==> src/rtl/multi_xfer_pkg.sv <==
package multi_xfer_pkg;
   typedef enum logic [1:0] {
      ST_IDLE = 2'd0,
      ST_BEAT = 2'd1,
      ST_WB   = 2'd2
   } seq_state_t;

   localparam int unsigned WORD_BYTES = 4;
endpackage

==> src/rtl/multi_xfer_plan.sv <==
module multi_xfer_plan #(
   parameter int unsigned NREG   = 16,
   parameter int unsigned ADDR_W = 32,
   parameter int unsigned IDX_W  = $clog2(NREG)
) (
   input  logic [NREG-1:0]   reg_list,
   input  logic [IDX_W-1:0]  base_idx,
   input  logic [ADDR_W-1:0] base_val,
   input  logic              pre_inc,
   input  logic              ascend,
   input  logic              arch_v5,
   output logic [NREG-1:0]   eff_list,
   output logic [ADDR_W-1:0] start_addr,
   output logic [ADDR_W-1:0] new_base,
   output logic              list_empty,
   output logic              base_in,
   output logic              base_lowest,
   output logic              base_highest,
   output logic              base_sole
);
   import multi_xfer_pkg::*;

   localparam int unsigned CNT_W = IDX_W + 1;
   localparam logic [ADDR_W-1:0] STEP = ADDR_W'(WORD_BYTES);

   logic [CNT_W-1:0]  cnt;
   logic [CNT_W-1:0]  cnt_eff;
   logic [ADDR_W-1:0] span;
   logic [NREG-1:0]   below;
   logic [NREG-1:0]   above;

   always_comb begin
      cnt = '0;
      for (int i = 0; i < NREG; i++) begin
         cnt = cnt + CNT_W'(reg_list[i]);
      end
   end

   for (genvar gi = 0; gi < NREG; gi++) begin : g_rel
      assign below[gi] = reg_list[gi] && (IDX_W'(gi) < base_idx);
      assign above[gi] = reg_list[gi] && (IDX_W'(gi) > base_idx);
   end

   assign list_empty   = (reg_list == '0);
   assign cnt_eff      = list_empty ? CNT_W'(NREG) : cnt;
   assign span         = ADDR_W'(cnt_eff) * STEP;
   assign eff_list     = list_empty ? (arch_v5 ? '0 : {1'b1, {(NREG-1){1'b0}}}) : reg_list;
   assign start_addr   = ascend ? (base_val + (pre_inc ? STEP : '0))
                                : (base_val - span + (pre_inc ? '0 : STEP));
   assign new_base     = ascend ? (base_val + span) : (base_val - span);
   assign base_in      = reg_list[base_idx];
   assign base_lowest  = ~|below;
   assign base_highest = ~|above;
   assign base_sole    = base_in && (cnt == CNT_W'(1));
endmodule

==> src/rtl/multi_xfer_pick.sv <==
module multi_xfer_pick #(
   parameter int unsigned NREG  = 16,
   parameter int unsigned IDX_W = $clog2(NREG)
) (
   input  logic [NREG-1:0]  list,
   output logic [IDX_W-1:0] idx,
   output logic [NREG-1:0]  onehot
);
   always_comb begin
      idx = '0;
      for (int i = NREG - 1; i >= 0; i--) begin
         if (list[i]) idx = IDX_W'(i);
      end
   end

   assign onehot = NREG'(1) << idx;
endmodule

==> src/rtl/multi_xfer_wbrule.sv <==
module multi_xfer_wbrule (
   input  logic is_load,
   input  logic wback,
   input  logic list_empty,
   input  logic base_in,
   input  logic base_highest,
   input  logic base_sole,
   input  logic arch_v5,
   output logic do_wb
);
   logic load_keep;

   assign load_keep = !base_in || (arch_v5 && (base_sole || !base_highest));
   assign do_wb     = list_empty || (wback && (!is_load || load_keep));
endmodule

==> src/rtl/multi_xfer_seq.sv <==
module multi_xfer_seq #(
   parameter int unsigned NREG   = 16,
   parameter int unsigned ADDR_W = 32,
   parameter int unsigned IDX_W  = $clog2(NREG)
) (
   input  logic              clk,
   input  logic              rst_n,
   input  logic              start,
   input  logic [NREG-1:0]   reg_list,
   input  logic [IDX_W-1:0]  base_idx,
   input  logic [ADDR_W-1:0] base_val,
   input  logic              pre_inc,
   input  logic              ascend,
   input  logic              wback,
   input  logic              is_load,
   input  logic              user_bank,
   input  logic              arch_v5,
   output logic              busy,
   output logic              done,
   output logic              mem_req,
   output logic              mem_we,
   output logic [ADDR_W-1:0] mem_addr,
   output logic [ADDR_W-1:0] mem_wdata,
   input  logic              mem_ready,
   input  logic [ADDR_W-1:0] mem_rdata,
   output logic              rf_rd_en,
   output logic [IDX_W-1:0]  rf_rd_idx,
   output logic              rf_rd_user,
   input  logic [ADDR_W-1:0] rf_rd_data,
   output logic              rf_wr_en,
   output logic [IDX_W-1:0]  rf_wr_idx,
   output logic              rf_wr_user,
   output logic [ADDR_W-1:0] rf_wr_data,
   output logic              pc_flush,
   output logic              isa_wr_en,
   output logic              isa_val,
   output logic              psr_restore
);
   import multi_xfer_pkg::*;

   localparam logic [IDX_W-1:0]  PC_IDX  = IDX_W'(NREG - 1);
   localparam logic [ADDR_W-1:0] STEP    = ADDR_W'(WORD_BYTES);
   localparam logic [ADDR_W-1:0] MASK_V5 = ~ADDR_W'(1);
   localparam logic [ADDR_W-1:0] MASK_V4 = ~ADDR_W'(3);

   if (NREG < 2 || (NREG & (NREG - 1)) != 0) begin : g_bad_nreg
      $error("multi_xfer_seq: NREG must be a power of two of at least 2");
   end
   if (ADDR_W < 8) begin : g_bad_addr
      $error("multi_xfer_seq: ADDR_W too small");
   end
   if (IDX_W != $clog2(NREG)) begin : g_bad_idx
      $error("multi_xfer_seq: IDX_W must equal clog2(NREG)");
   end

   seq_state_t        state_q;
   logic [NREG-1:0]   list_q;
   logic [ADDR_W-1:0] addr_q;
   logic [ADDR_W-1:0] old_base_q;
   logic [ADDR_W-1:0] new_base_q;
   logic [IDX_W-1:0]  bidx_q;
   logic              load_q, user_q, v5_q, has_pc_q, base_in_q, base_low_q, do_wb_q;

   logic [NREG-1:0]   p_list;
   logic [ADDR_W-1:0] p_start, p_new;
   logic              p_empty, p_in, p_low, p_high, p_sole, p_wb;
   logic [IDX_W-1:0]  cur_idx;
   logic [NREG-1:0]   cur_oh;
   logic [NREG-1:0]   rest;
   logic              beat, accept, is_pc;
   logic [ADDR_W-1:0] st_val, ld_val;

   multi_xfer_plan #(.NREG(NREG), .ADDR_W(ADDR_W), .IDX_W(IDX_W)) u_plan (
      .reg_list(reg_list), .base_idx(base_idx), .base_val(base_val),
      .pre_inc(pre_inc), .ascend(ascend), .arch_v5(arch_v5),
      .eff_list(p_list), .start_addr(p_start), .new_base(p_new),
      .list_empty(p_empty), .base_in(p_in), .base_lowest(p_low),
      .base_highest(p_high), .base_sole(p_sole)
   );

   multi_xfer_wbrule u_wb (
      .is_load(is_load), .wback(wback), .list_empty(p_empty), .base_in(p_in),
      .base_highest(p_high), .base_sole(p_sole), .arch_v5(arch_v5), .do_wb(p_wb)
   );

   multi_xfer_pick #(.NREG(NREG), .IDX_W(IDX_W)) u_pick (
      .list(list_q), .idx(cur_idx), .onehot(cur_oh)
   );

   assign beat   = (state_q == ST_BEAT);
   assign accept = beat && mem_ready;
   assign rest   = list_q & ~cur_oh;
   assign is_pc  = (cur_idx == PC_IDX);

   always_ff @(posedge clk or negedge rst_n) begin
      if (!rst_n) begin
         state_q    <= ST_IDLE;
         list_q     <= '0;
         addr_q     <= '0;
         old_base_q <= '0;
         new_base_q <= '0;
         bidx_q     <= '0;
         load_q     <= 1'b0;
         user_q     <= 1'b0;
         v5_q       <= 1'b0;
         has_pc_q   <= 1'b0;
         base_in_q  <= 1'b0;
         base_low_q <= 1'b0;
         do_wb_q    <= 1'b0;
      end else begin
         case (state_q)
            ST_IDLE: if (start) begin
               list_q     <= p_list;
               addr_q     <= p_start;
               old_base_q <= base_val;
               new_base_q <= p_new;
               bidx_q     <= base_idx;
               load_q     <= is_load;
               user_q     <= user_bank;
               v5_q       <= arch_v5;
               has_pc_q   <= p_list[NREG-1];
               base_in_q  <= p_in;
               base_low_q <= p_low;
               do_wb_q    <= p_wb;
               state_q    <= (p_list == '0) ? ST_WB : ST_BEAT;
            end
            ST_BEAT: if (mem_ready) begin
               list_q <= rest;
               addr_q <= addr_q + STEP;
               if (rest == '0) state_q <= ST_WB;
            end
            default: state_q <= ST_IDLE;
         endcase
      end
   end

   always_comb begin
      if (!user_q && base_in_q && (cur_idx == bidx_q)) begin
         st_val = (v5_q || base_low_q) ? old_base_q : new_base_q;
      end else begin
         st_val = rf_rd_data;
      end
      if (is_pc) st_val = st_val + STEP;
   end

   assign ld_val = is_pc ? (mem_rdata & (v5_q ? MASK_V5 : MASK_V4)) : mem_rdata;

   assign busy        = (state_q != ST_IDLE);
   assign done        = (state_q == ST_WB);
   assign mem_req     = beat;
   assign mem_we      = beat && !load_q;
   assign mem_addr    = addr_q;
   assign mem_wdata   = st_val;
   assign rf_rd_en    = beat && !load_q;
   assign rf_rd_idx   = cur_idx;
   assign rf_rd_user  = user_q;
   assign rf_wr_en    = (accept && load_q) || (done && do_wb_q);
   assign rf_wr_idx   = done ? bidx_q : cur_idx;
   assign rf_wr_user  = accept && load_q && user_q && !has_pc_q;
   assign rf_wr_data  = done ? new_base_q : ld_val;
   assign pc_flush    = accept && load_q && is_pc;
   assign isa_wr_en   = pc_flush && v5_q;
   assign isa_val     = mem_rdata[0];
   assign psr_restore = pc_flush && user_q;
endmodule

==> config.mk <==
export PLATFORM = sky130hd
export DESIGN_NAME = multi_xfer_seq
export DESIGN_NICKNAME = d
export VERILOG_FILES = /design/src/rtl/multi_xfer_pkg.sv /design/src/rtl/multi_xfer_plan.sv /design/src/rtl/multi_xfer_pick.sv /design/src/rtl/multi_xfer_wbrule.sv /design/src/rtl/multi_xfer_seq.sv
export SDC_FILE = /design/constraint.sdc
export NUM_CORES = 1
export LEC_CHECK = 0
export ABC_CLOCK_PERIOD_IN_PS = 6400
export BUFFER_PORTS_ARGS = -buffer_cell sky130_fd_sc_hd__buf_4
export CORE_ASPECT_RATIO = 1.1
export CORE_MARGIN = 3
export CORE_UTILIZATION = 40
export CTS_CLUSTER_DIAMETER = 40
export DETAILED_ROUTE_END_ITERATION = 10
export GPL_TIMING_DRIVEN = 0
export PLACE_DENSITY_LB_ADDON = 0.08
export REMOVE_ABC_BUFFERS = 1
export SLEW_MARGIN = 20
export SYNTH_ARGS = -nofsm -noshare
export SYNTH_HDL_FRONTEND = slang
export SYNTH_SLANG_ARGS = --single-unit
==> constraint.sdc <==
create_clock -name clk -period 6.4 [get_ports clk]
set_input_delay 1.28 -clock clk [delete_from_list [all_inputs] [get_ports clk]]
set_output_delay 1.28 -clock clk [all_outputs]
set_load 0.1 [all_outputs]
; ---- Word level (Yosys, flattened, before mapping)
; Cells that the tools add are included.
[op_classes]
add_sub_neg = 21
mul = 0
div = 0
order_cmp = 33
eq_ne = 8
shift = 1
muxes = 43
bitwise = 3
n_reduce_logical = 69
[op_table]
columns = cell, n
row1 = $mux 32, 9
row2 = $add 5x1->5, 14
row3 = $mux 4, 17
row4 = $add 32x3->32 const B, 2
row5 = $add 32x32->32, 2
row6 = $mux 16, 4
row7 = $pmux 32 s2, 1
row8 = $logic_not 16->1, 3
row9 = $logic_and 1x1->1, 46
row10 = $add 32x7->32, 1
row11 = $and 32x32->32, 1
row12 = $gt 4x4->1 const A, 8
row13 = $lt 4x4->1 const A, 8
row14 = $pmux 16 s2, 1
row15 = $reduce_or 16->1, 2
row16 = $sub 32x7->32, 1
row17 = $and 16x16->16, 1
row18 = $gt 3x4->1 const A, 4
row19 = $lt 3x4->1 const A, 4
row20 = $not 16->16, 1
row21 = $shl 1x4->16 const A, 1
row22 = $mux 2, 5
row23 = $gt 1x4->1 const A, 2
row24 = $gt 2x4->1 const A, 2
row25 = 22 further kinds, 38
[totals]
ff_bits = 125
latchBits = 0
ramBits = 0
rom_bits = 0
input_bits = 126
out_inout_bits = 116
n_memories = 0

; ---- Depth between registers and ports, before layout
; Gate-level depths: netlist of run 1.
[logic_depth]
ltp_word = 23
ltp_mapped = 28
ltp_nobuf = 26

; ---- Hierarchy
; A second synthesis of run 1 with hierarchy kept.
[hier_totals]
cells_unflattened = 1877
area_unflattened_um2 = 12987.5
[modules_own_cells]
columns = module, n_inst, cells_each, area_per_inst_um2, seq_area_each_um2
row1 = multi_xfer_seq, 1, 1142, 8231.6, 3128.0
row2 = multi_xfer_plan, 1, 665, 4346.7, 0.0
row3 = multi_xfer_pick, 1, 64, 384.1, 0.0
row4 = multi_xfer_wbrule, 1, 6, 25.0, 0.0

; ---- Worst setup path after synthesis of run 1
; No wires, ideal clock.
[synth_timing]
path_type = reg-to-output
startpoint = reg list_q[0]
endpoint = out mem_wdata[12]
t_arrival_ns = 6.456
required_ns = 5.120
slack_ns = -1.336
stages_incl_launch_ff = 20
cell_sequence = dfrtp_1 -> clkbuf_1 -> or4_1 -> clkbuf_1 -> a311oi_4 -> xnor2_1 -> nand4b_1 -> nor4bb_1 -> buf_2 -> buf_2 -> buf_1 -> nor2_1 -> a31oi_1 -> ha_1 -> and2_0 -> clkbuf_1 -> nand2_1 -> or3b_1 -> xnor2_1 -> mux2i_1
[synth_between]
elab_chain_len = 6
word_cells_on_any_way = 7
[synth_rtl]
columns = item, line_no
row1 = "start, declared", multi_xfer_seq.sv:57  ; logic [NREG-1:0] list_q;
row2 = "start signal, assigned", multi_xfer_seq.sv:113  ; list_q <= p_list;
row3 = "start signal, assigned", multi_xfer_seq.sv:128  ; list_q <= rest;
row4 = $mux 4 (*), multi_xfer_pick.sv:12  ; if (list[i]) idx = IDX_W'(i);
row5 = via rf_rd_idx[3], multi_xfer_seq.sv:27  ; output logic [IDX_W-1:0] rf_rd_idx,
row6 = $eq 4x4->1, multi_xfer_seq.sv:138  ; if (!user_q && base_in_q && (cur_idx == bidx_q)) begin
row7 = $logic_and 1x1->1, multi_xfer_seq.sv:138
row8 = $mux 32, multi_xfer_seq.sv:138
row9 = $add 32x3->32, multi_xfer_seq.sv:143  ; if (is_pc) st_val = st_val + STEP;
row10 = $mux 32 (*), multi_xfer_seq.sv:143
row11 = "end, declared", multi_xfer_seq.sv:23  ; output logic [ADDR_W-1:0] mem_wdata,
; The timed path passes the listed nets; every way through them passes the cells marked *.

; ---- Final worst setup path of run 1
[layout_timing]
startpoint = in reg_list[0]
endpoint = reg addr_q[30] (netlist: mem_addr[30])
[layout_between]
elab_chain_len = 21
word_cells_on_any_way = 22
[layout_rtl]
columns = item, line_no
row1 = "start, declared", multi_xfer_seq.sv:9  ; input logic [NREG-1:0] reg_list,
row2 = $add 1x1->2, multi_xfer_plan.sv:35  ; cnt = cnt + CNT_W'(reg_list[i]);
row3 = $add 5x1->5 (14 in series), multi_xfer_plan.sv:35
row4 = $mux 5 (*), multi_xfer_plan.sv:45  ; assign cnt_eff = list_empty ? CNT_W'(NREG) : cnt;
row5 = $sub 32x7->32 (*), multi_xfer_plan.sv:49  ; : (base_val - span + (pre_inc ? '0 : STEP));
row6 = $add 32x32->32 (*), multi_xfer_plan.sv:49
row7 = $mux 32 (*), multi_xfer_plan.sv:48  ; assign start_addr = ascend ? (base_val + (pre_inc ? STEP : '0))
row8 = $mux 32 (*), multi_xfer_seq.sv:112  ; ST_IDLE: if (start) begin
row9 = $pmux 32 s2 (*), multi_xfer_seq.sv:111  ; case (state_q)
row10 = "end signal, assigned", multi_xfer_seq.sv:114  ; addr_q <= p_start;
row11 = "end signal, assigned", multi_xfer_seq.sv:129  ; addr_q <= addr_q + STEP;
row12 = "end, declared", multi_xfer_seq.sv:58  ; logic [ADDR_W-1:0] addr_q;
; Every way passes the cells marked *; elsewhere a longest branch is shown, timed or not. The select of a mux whose other input is x is not followed.
; A chain may end at the register's enable or synchronous reset.

==> results.md, run 1 <==
- Failing checks: negative setup slack
- CP max stage cell: fa_1
- RSZ-0062 raised after global routing: yes
- Core area: approximately 30,000 um2
- H-tree depth: 4
- Setup CP Type: in2reg
- Complex-gate fraction of the synthesized area: between 10% and 20%
- Layout cells sized above 1: 25.8%
- I/O pin count: 242
- Vias per cell: 5.61
- Register area share after synthesis: 25.2%
- Fraction of registers with async set/reset: 100%
- WP data required: around 6.7 ns
- Largest stage delay on the critical path: approximately 0.53 ns
- Setup Skew: 0.00964 ns
- Final Cycle Share: 115%
- Final Util: 54.9%
- Number of synthesized flops with an enable pin: 0
- Cells after Synth: 1,747
- CTS Buf Count: 17
- Hold Violations, Final: 0
- Outcome: finished, violations left
- Worst slack at placement: -2.26 ns
- Tmin final: between 7 and 8 ns
- Peak VDD IR: 420 uV
- Worst-Margin Slew: 1.03 ns
- Slew Limit Fails: 0
- Die width: around 170 um
- Die height: around 190 um
- Number of global-route vias before repair: 12,885
- Largest family of logic cells by synthesized area: simple AND/OR/NAND/NOR gates
- Fmax achieved: 0.136 GHz
- Setup violators final: 39
- Full die area: 32,700 um2
- CTS tree: built
- Final Wtd Congestion: roughly 0.93
- Max-cap violations: 0
- Synth Area in Simple Gates: between 30% and 40%
- Via count: ~13,000
- CP max FO: 4
- Final worst slack: -0.932 ns
- First drt pass iteration count: 5
- CP cell instances: buf_12, inv_8, ha_4, inv_2, fa_1, fa_1, fa_1, fa_1, fa_2, fa_2, buf_4, xnor2_2, nand2_2, ha_4, a211oi_4, nor2_4, or4_4, mux2_4, a22oi_2, or3b_4, nand3b_4, nor3_2, xor2_1, o41ai_2
- GRT overflow: 0
- YS warnings: 0
- Ys flop type: dfrtp_1
- Std-Cell Rows: 66
- Post-synthesis register bit count: 123
- Commonest cells in the netlist: nand2_1 (423), o21ai_0 (141), nor2_1 (124)
- WL/cell: roughly 19 um
- PortBufs: 241
- # nets final: 2,131
- Initial drt markers: 1,259
- Top cell type's share of synthesized area: about a quarter
- Number of routed nets with antenna violations: 0
- Drt drc: 0
- Crit path DAT: roughly 7.6 ns
- Starting Density: 41.0%
- Initial antenna violation count: 1
- Adder-Cell Fraction of Synth Area: under 10%
- Clock slew at the register clock pins of the worst setup and hold paths: 0.06 ns
- Area Growth Syn to Fin: 34.0%
- First-pass GRT wire length: 71,200 um
- Leading area contributor after synthesis: dfrtp_1
- Cell mode on critical path: fa_1
- Clk_lat worst skew: 0.43 ns
- Mux cell area share after synthesis: 4.19%
- Netlist Area Pre-Place: 12,200 um2
- Critical Path Sink Type: flip-flop
- CTS root buf: clkbuf_16
- Syn avg cell area: roughly 7 um2
- Cell Pwr Density: 545 nW/um2
- Synth Area in XOR/XNOR: 9.03%
- Total GRT Usage: 26.6%
- Maximum root-to-sink buffer count: 2
- Final HPWL DP: about 32,000 um
- Startpoint Class: input port
- Largest cells by area after synthesis: dfrtp_1 (25%), nand2_1 (13%), o21ai_0 (5.8%), xnor2_1 (5.2%), nand3_1 (4.1%)
- Final wirelength: around 45,000 um
- Dominant cell by count in the synthesized netlist: nand2_1
- Leak: 7.09 nW
- Max-slew headroom at the worst pin: between 30% and 40%
- CTS Sinks: 123
- Pin count of the biggest net entering global routing: 93
- Netlist cell types: 87
- Hold WC Path Type: reg2reg
metrics by stage:
stage                     setup TNS [ns]  cells  instance area [um2]  power, W  hold WS [ns]
after global placement           -324.11   2279                14100   0.00695         0.452
after CTS                         -17.62   2369                15900   0.00865         0.475
after detailed placement          -69.57   2292                14300   0.00706         0.459
after global routing              -30.50   2391                16400   0.00948         0.509
after floorplan                  -226.03   1630                11800   0.00558         0.438
final                             -20.85   2391                16400   0.00892         0.470
logic make-up (layout without fill, tap and decap cells):
group,count (synthesis),count (layout)
XOR/XNOR,126,126
other,0,1
buffers and inverters,174,409
AND/OR/NAND/NOR,864,864
AO/OA/AOI/OAI,379,379
flip-flops,123,123
multiplexers,44,44
adder cells (fa/ha/maj),37,37
sequential cells by signal, indices dropped and copies added (netlist names):
name and flops:
state_q 2, bidx_q 4, list_q 16, v5_q 1, new_base_q 30, base_in_q 1
has_pc_q 1, old_base_q 32, rf_rd_user 1, base_low_q 1, mem_addr 32, load_q 1
do_wb_q 1
what timing repair did:
action,4_1_cts,5_1_grt
gates resized for setup,131,68
buffers inserted,45,21
pin swaps,33,36
cloned,0,0
endpoints found under the setup margin,62,58
hold endpoints to repair,0,0
hold buffers,0,0
area by class of cell:
class	instances	area [um2]
antenna	1	2.50
clock buffer	19	433
clock inverter	13	215
fill	2866	13400
inverter	57	233
multi-input combinational	1450	9320
sequential	123	3080
tap	408	510
timing repair buffer	320	2580
routing by layer:
metal	global-route usage [%]	share of wire, %	vias up
met5	0	0	-
met3	4.15	6.7	51
met1	40.0	48	6302
li1	-	-	6523
met2	39.8	44	539
met4	6.90	1.5	0
power by group:
group          internal, W  switching (W)  leakage (nW)  total (W)
clock network     0.000694       0.000395         0.300    0.00109
logic              0.00191        0.00431          5.28    0.00622
registers          0.00114       0.000466          1.51    0.00161
layout by cell type (no fill, tap or decap), types with 7 or more instances in the layout:
| cell type | netlist | routed |
|---|---|---|
| ha_1 | 24 | 19 |
| and3_1 | 20 | 19 |
| nand2_1 | 423 | 416 |
| nor3_1 | 36 | 34 |
| nor4_1 | 19 | 13 |
| or3_1 | 16 | 14 |
| mux2i_1 | 32 | 32 |
| nand2b_1 | 13 | 10 |
| xnor2_2 | 0 | 12 |
| nor2_4 | 0 | 10 |
| fa_1 | 12 | 8 |
| nor2_1 | 124 | 113 |
| a21o_1 | 7 | 7 |
| clkbuf_16 | 0 | 17 |
| dfrtp_1 | 123 | 123 |
| a21oi_2 | 1 | 8 |
| o21ai_1 | 10 | 22 |
| xnor2_1 | 72 | 57 |
| nand3_1 | 101 | 98 |
| and2_1 | 13 | 10 |
| a31oi_1 | 21 | 21 |
| o21ai_2 | 0 | 8 |
| nor2b_1 | 16 | 10 |
| a21oi_1 | 94 | 84 |
| o22ai_1 | 15 | 15 |
| xor2_1 | 54 | 48 |
| nand4_1 | 32 | 32 |
| buf_6 | 1 | 10 |
| inv_1 | 57 | 50 |
| o21ai_0 | 141 | 121 |
| buf_4 | 2 | 300 |
worst max-delay path, delay by kind of cell:
family / cells / cell delay (ns)
muxes: 1 / 0.30
xor gates and xnor gates: 2 / 0.38
and+or+nand+nor: 6 / 1.47
AOI/OAI and AO/OA: 3 / 0.65
adders and majority gates: 8 / 3.22
buffers and inverters: 4 / 0.30
worst paths after layout:
check	cells past startpoint	to	startpoint	slack [ns]
worst max-delay path	24	mem_addr[30]	reg_list[0]	-0.93
worst min-delay path	2	base_in_q	base_in_q	0.47
worst max register to register	7	state_q[1]	list_q[0]	3.07
worst min register to register	2	base_in_q	base_in_q	0.47
max in group asynchronous	2	list_q[8]	rst_n	4.93
min in group asynchronous	1	old_base_q[28]	rst_n	0.74
No activity file was read; power rests on OpenSTA's default activity.
==> run 2: changes to the inputs <==
--- a/config.mk
+++ b/config.mk
@@ -6,7 +6,7 @@
 export NUM_CORES = 1
 export LEC_CHECK = 0
 export ABC_CLOCK_PERIOD_IN_PS = 6400
-export BUFFER_PORTS_ARGS = -buffer_cell sky130_fd_sc_hd__buf_4
+export BUFFER_PORTS_ARGS = -buffer_cell sky130_fd_sc_hd__buf_2
 export CORE_ASPECT_RATIO = 1.1
 export CORE_MARGIN = 3
 export CORE_UTILIZATION = 40
==> run 2 against run 1 <==
  * The flow still finishes with violations (negative setup slack)
  * Flip-flop and latch count did not move
  * Fmax fell by 1.4%
  * Cell area fell by 1.1%
  * Worst setup slack got worse by 0.10 ns
  * Utilization fell by 0.58 points
  * Sequential share of layout area rose by 0.20 points
  * First-iteration DRC count fell by 19%
  * Routed wire length rose by 2.3%
  * Largest cell class unchanged
  * Largest power group unchanged
  * Highest routed layer unchanged
==> results.md, run 2 (synthesis gave the netlist of run 1 again) <==
- Fmax achieved: 0.134 GHz (-1.4%)
- Met3 GRT Util: 4.39% (+0.24 points)
- Vias per cell: 5.69 (+1.4%)
- Reg2Reg Depth: 7 (unchanged)
- Worst setup path end: mem_addr[26]
- Final Util: 54.3% (-0.58 points)
- Setup violators final: 34 (-13%)
- Peak VDD IR: 475 uV (+13%)
- Met2 global-route usage: 39.7% (-0.092 points)
- Clk_lat worst skew: 0.44 ns (about the same)
- CP max FO: 4 (unchanged)
- Area occupied by multi-input gates: 9620 um2 (+3.2%)
- Die width: 173 um (unchanged)
- Tmin final: 7.44 ns (+0.103 ns)
- RSZ-0062 raised after global routing: yes
- WP data required: 6.74 ns (+0.07 ns)
- PortBufs: 241 (unchanged)
- Met1 Resource Use GR: 39.4% (-0.61 points)
- Worst-Margin Slew: 1.22 ns (+0.185 ns)
- Slew Limit Fails: 0 (unchanged)
- Sum Neg Setup Slack: -18.69 ns (+2.16 ns)
- Std-Cell Rows: 66 (unchanged)
- Number of global-route vias before repair: 12,872 (-0.10%)
- Storage cell area: 3080 um2 (unchanged)
- Max-slew headroom at the worst pin: 18.1% (-13 points)
- Hold WC Path Type: reg2reg
- Critical Path Sink Type: flip-flop
- FILL cells: 2,820 (-1.6%)
- First drt pass iteration count: 5 (unchanged)
- CTS Sinks: 123 (unchanged)
- Pin count of the biggest net entering global routing: 84 (-9.7%)
- Setup Skew: 0.0110 ns (+0.00141 ns)
- Final HPWL DP: 32,100 um (-1.0%)
- Maximum root-to-sink buffer count: 2 (unchanged)
- Die height: 189 um (unchanged)
- Max-cap violations: 0 (unchanged)
- Final worst slack: -1.04 ns (-0.103 ns)
- CTS Buf Count: 17 (unchanged)
- Final instance area: 16,200 um2 (-1.1%)
- Drt drc: 0 (unchanged)
- Reg2reg setup slack: 2.94 ns (-0.13 ns)
- Top Usage Layer GRT: met2
- Initial drt markers: 1,020 (-19%)
- Total GRT Usage: 26.4% (-0.18 points)
- Final Cycle Share: 116% (+1.6 points)
- Outcome: finished, violations left
- Initial antenna violation count: 1 (unchanged)
- I/O pin count: 242 (unchanged)
- Core area: 29,800 um2 (unchanged)
- Setup CP Type: in2reg
- Startpoint Class: input port
- # nets final: 2,147 (+0.75%)
- Final wirelength: 45,800 um (+2.3%)
- Area Growth Syn to Fin: 32.6%
- CTS root buf: clkbuf_16
- Commonest non-fill, non-tap cells in the layout: nand2_1 (417), buf_2 (235), dfrtp_1 (123)
- Via count: 13,697 (+2.1%)
- WL/cell: 19.0 um (+1.6%)
- Final Wtd Congestion: 0.927 (-0.82%)
- Layout cells sized above 1: 27.9% (+2.1 points)
- First-pass GRT wire length: 70,600 um (-0.86%)
- Commonest non-fill, non-tap cell in the layout: nand2_1
- Post-Place Cell Area: 13,800 um2 (-4.1%)
- Hold Violations, Final: 0 (unchanged)
- Full die area: 32,700 um2 (unchanged)
- CTS tree: built
- Starting Density: 41.0% (unchanged)
- Total Power: 0.00885 W (-0.74%)
- Crit path DAT: 7.77 ns (+0.17 ns)
- Number of routed nets with antenna violations: 0 (unchanged)
- GRT overflow: 0 (unchanged)
- Worst slack at placement: -2.16 ns (+0.101 ns)
- H-tree depth: 4 (unchanged)
- Worst R2R End: mem_addr[30]
- Cell Pwr Density: 546 nW/um2 (+0.31%)
- Clock slew at the register clock pins of the worst setup and hold paths: 0.07 ns (about the same)
- Leak: 7.02 nW (-0.98%)
- Worst r2r src: state_q[1]
- Worst setup path start: reg_list[0]
- Failing checks: negative setup slack
## run 2: what timing repair did
item	in CTS	in global routing
setup endpoints to repair	66	58
hold buffers	0	0
hold endpoints to repair	0	0
gates resized for setup	106	165
setup buffers	33	50
pin swaps	30	89
## run 2: critical path, cell delays in order
cell and delay, ns:
buf_12 0.09, inv_8 0.03, ha_4 0.25, inv_2 0.03, fa_1 0.45, fa_1 0.49, fa_1 0.54, fa_1 0.43
fa_2 0.36, fa_2 0.35, nor2b_1 0.12, o21ai_1 0.08, nand2_1 0.16, inv_2 0.06, ha_4 0.16, buf_6 0.12
nor4_4 0.23, nand2b_1 0.18, or4_4 0.58, mux2_4 0.30, a22oi_2 0.25, or3b_4 0.42, nand3b_4 0.18, buf_6 0.15
buf_4 0.13, nor2_4 0.09, xnor2_2 0.08, o21a_1 0.17
## run 2: power by group
| group | leakage [nW] | total [W] | internal (W) | switching, W |
|---|---|---|---|---|
| registers | 1.51 | 0.00160 | 0.00115 | 0.000451 |
| clock network | 0.301 | 0.00103 | 0.000636 | 0.000398 |
| logic | 5.21 | 0.00622 | 0.00181 | 0.00441 |
| total | 7.02 | 0.00885 | 0.00359 | 0.00526 |
## run 2: layout make-up
cell class / count / area share (%)
Clock inverter: 13 / 1.01
Multi-Input combinational cell: 1450 / 59.4
Timing Repair Buffer: 336 / 13.3
Antenna cell: 1 / 0.0154
Inverter: 57 / 1.40
Sequential cell: 123 / 19.0
Clock buffer: 19 / 2.80
Tap cell: 408 / 3.15
## run 2: how the worst min path moves through the flow
| stage | from | end | slack, ns | cells past startpoint |
|---|---|---|---|---|
| global route | base_in_q | base_in_q | 0.50 | 2 |
| global placement | base_in_q | base_in_q | 0.45 | 2 |
| CTS | base_in_q | base_in_q | 0.47 | 2 |
| detailed placement | base_in_q | base_in_q | 0.46 | 2 |
| floorplan | base_in_q | base_in_q | 0.44 | 2 |
| finish | base_in_q | base_in_q | 0.47 | 2 |
## run 2: stage by stage
step | instances | hold WS [ns]
6_report | 2407 | 0.470
5_1_grt | 2407 | 0.497
4_1_cts | 2357 | 0.472
3_5_place_dp | 2292 | 0.457
3_3_place_gp | 2279 | 0.452
2_1_floorplan | 1630 | 0.438
## run 2: layer usage
metal,wire length [um],part of all wire (%)
met5,0,0
met4,1030,2.2
met3,3520,7.7
met2,19700,43
met1,21500,47
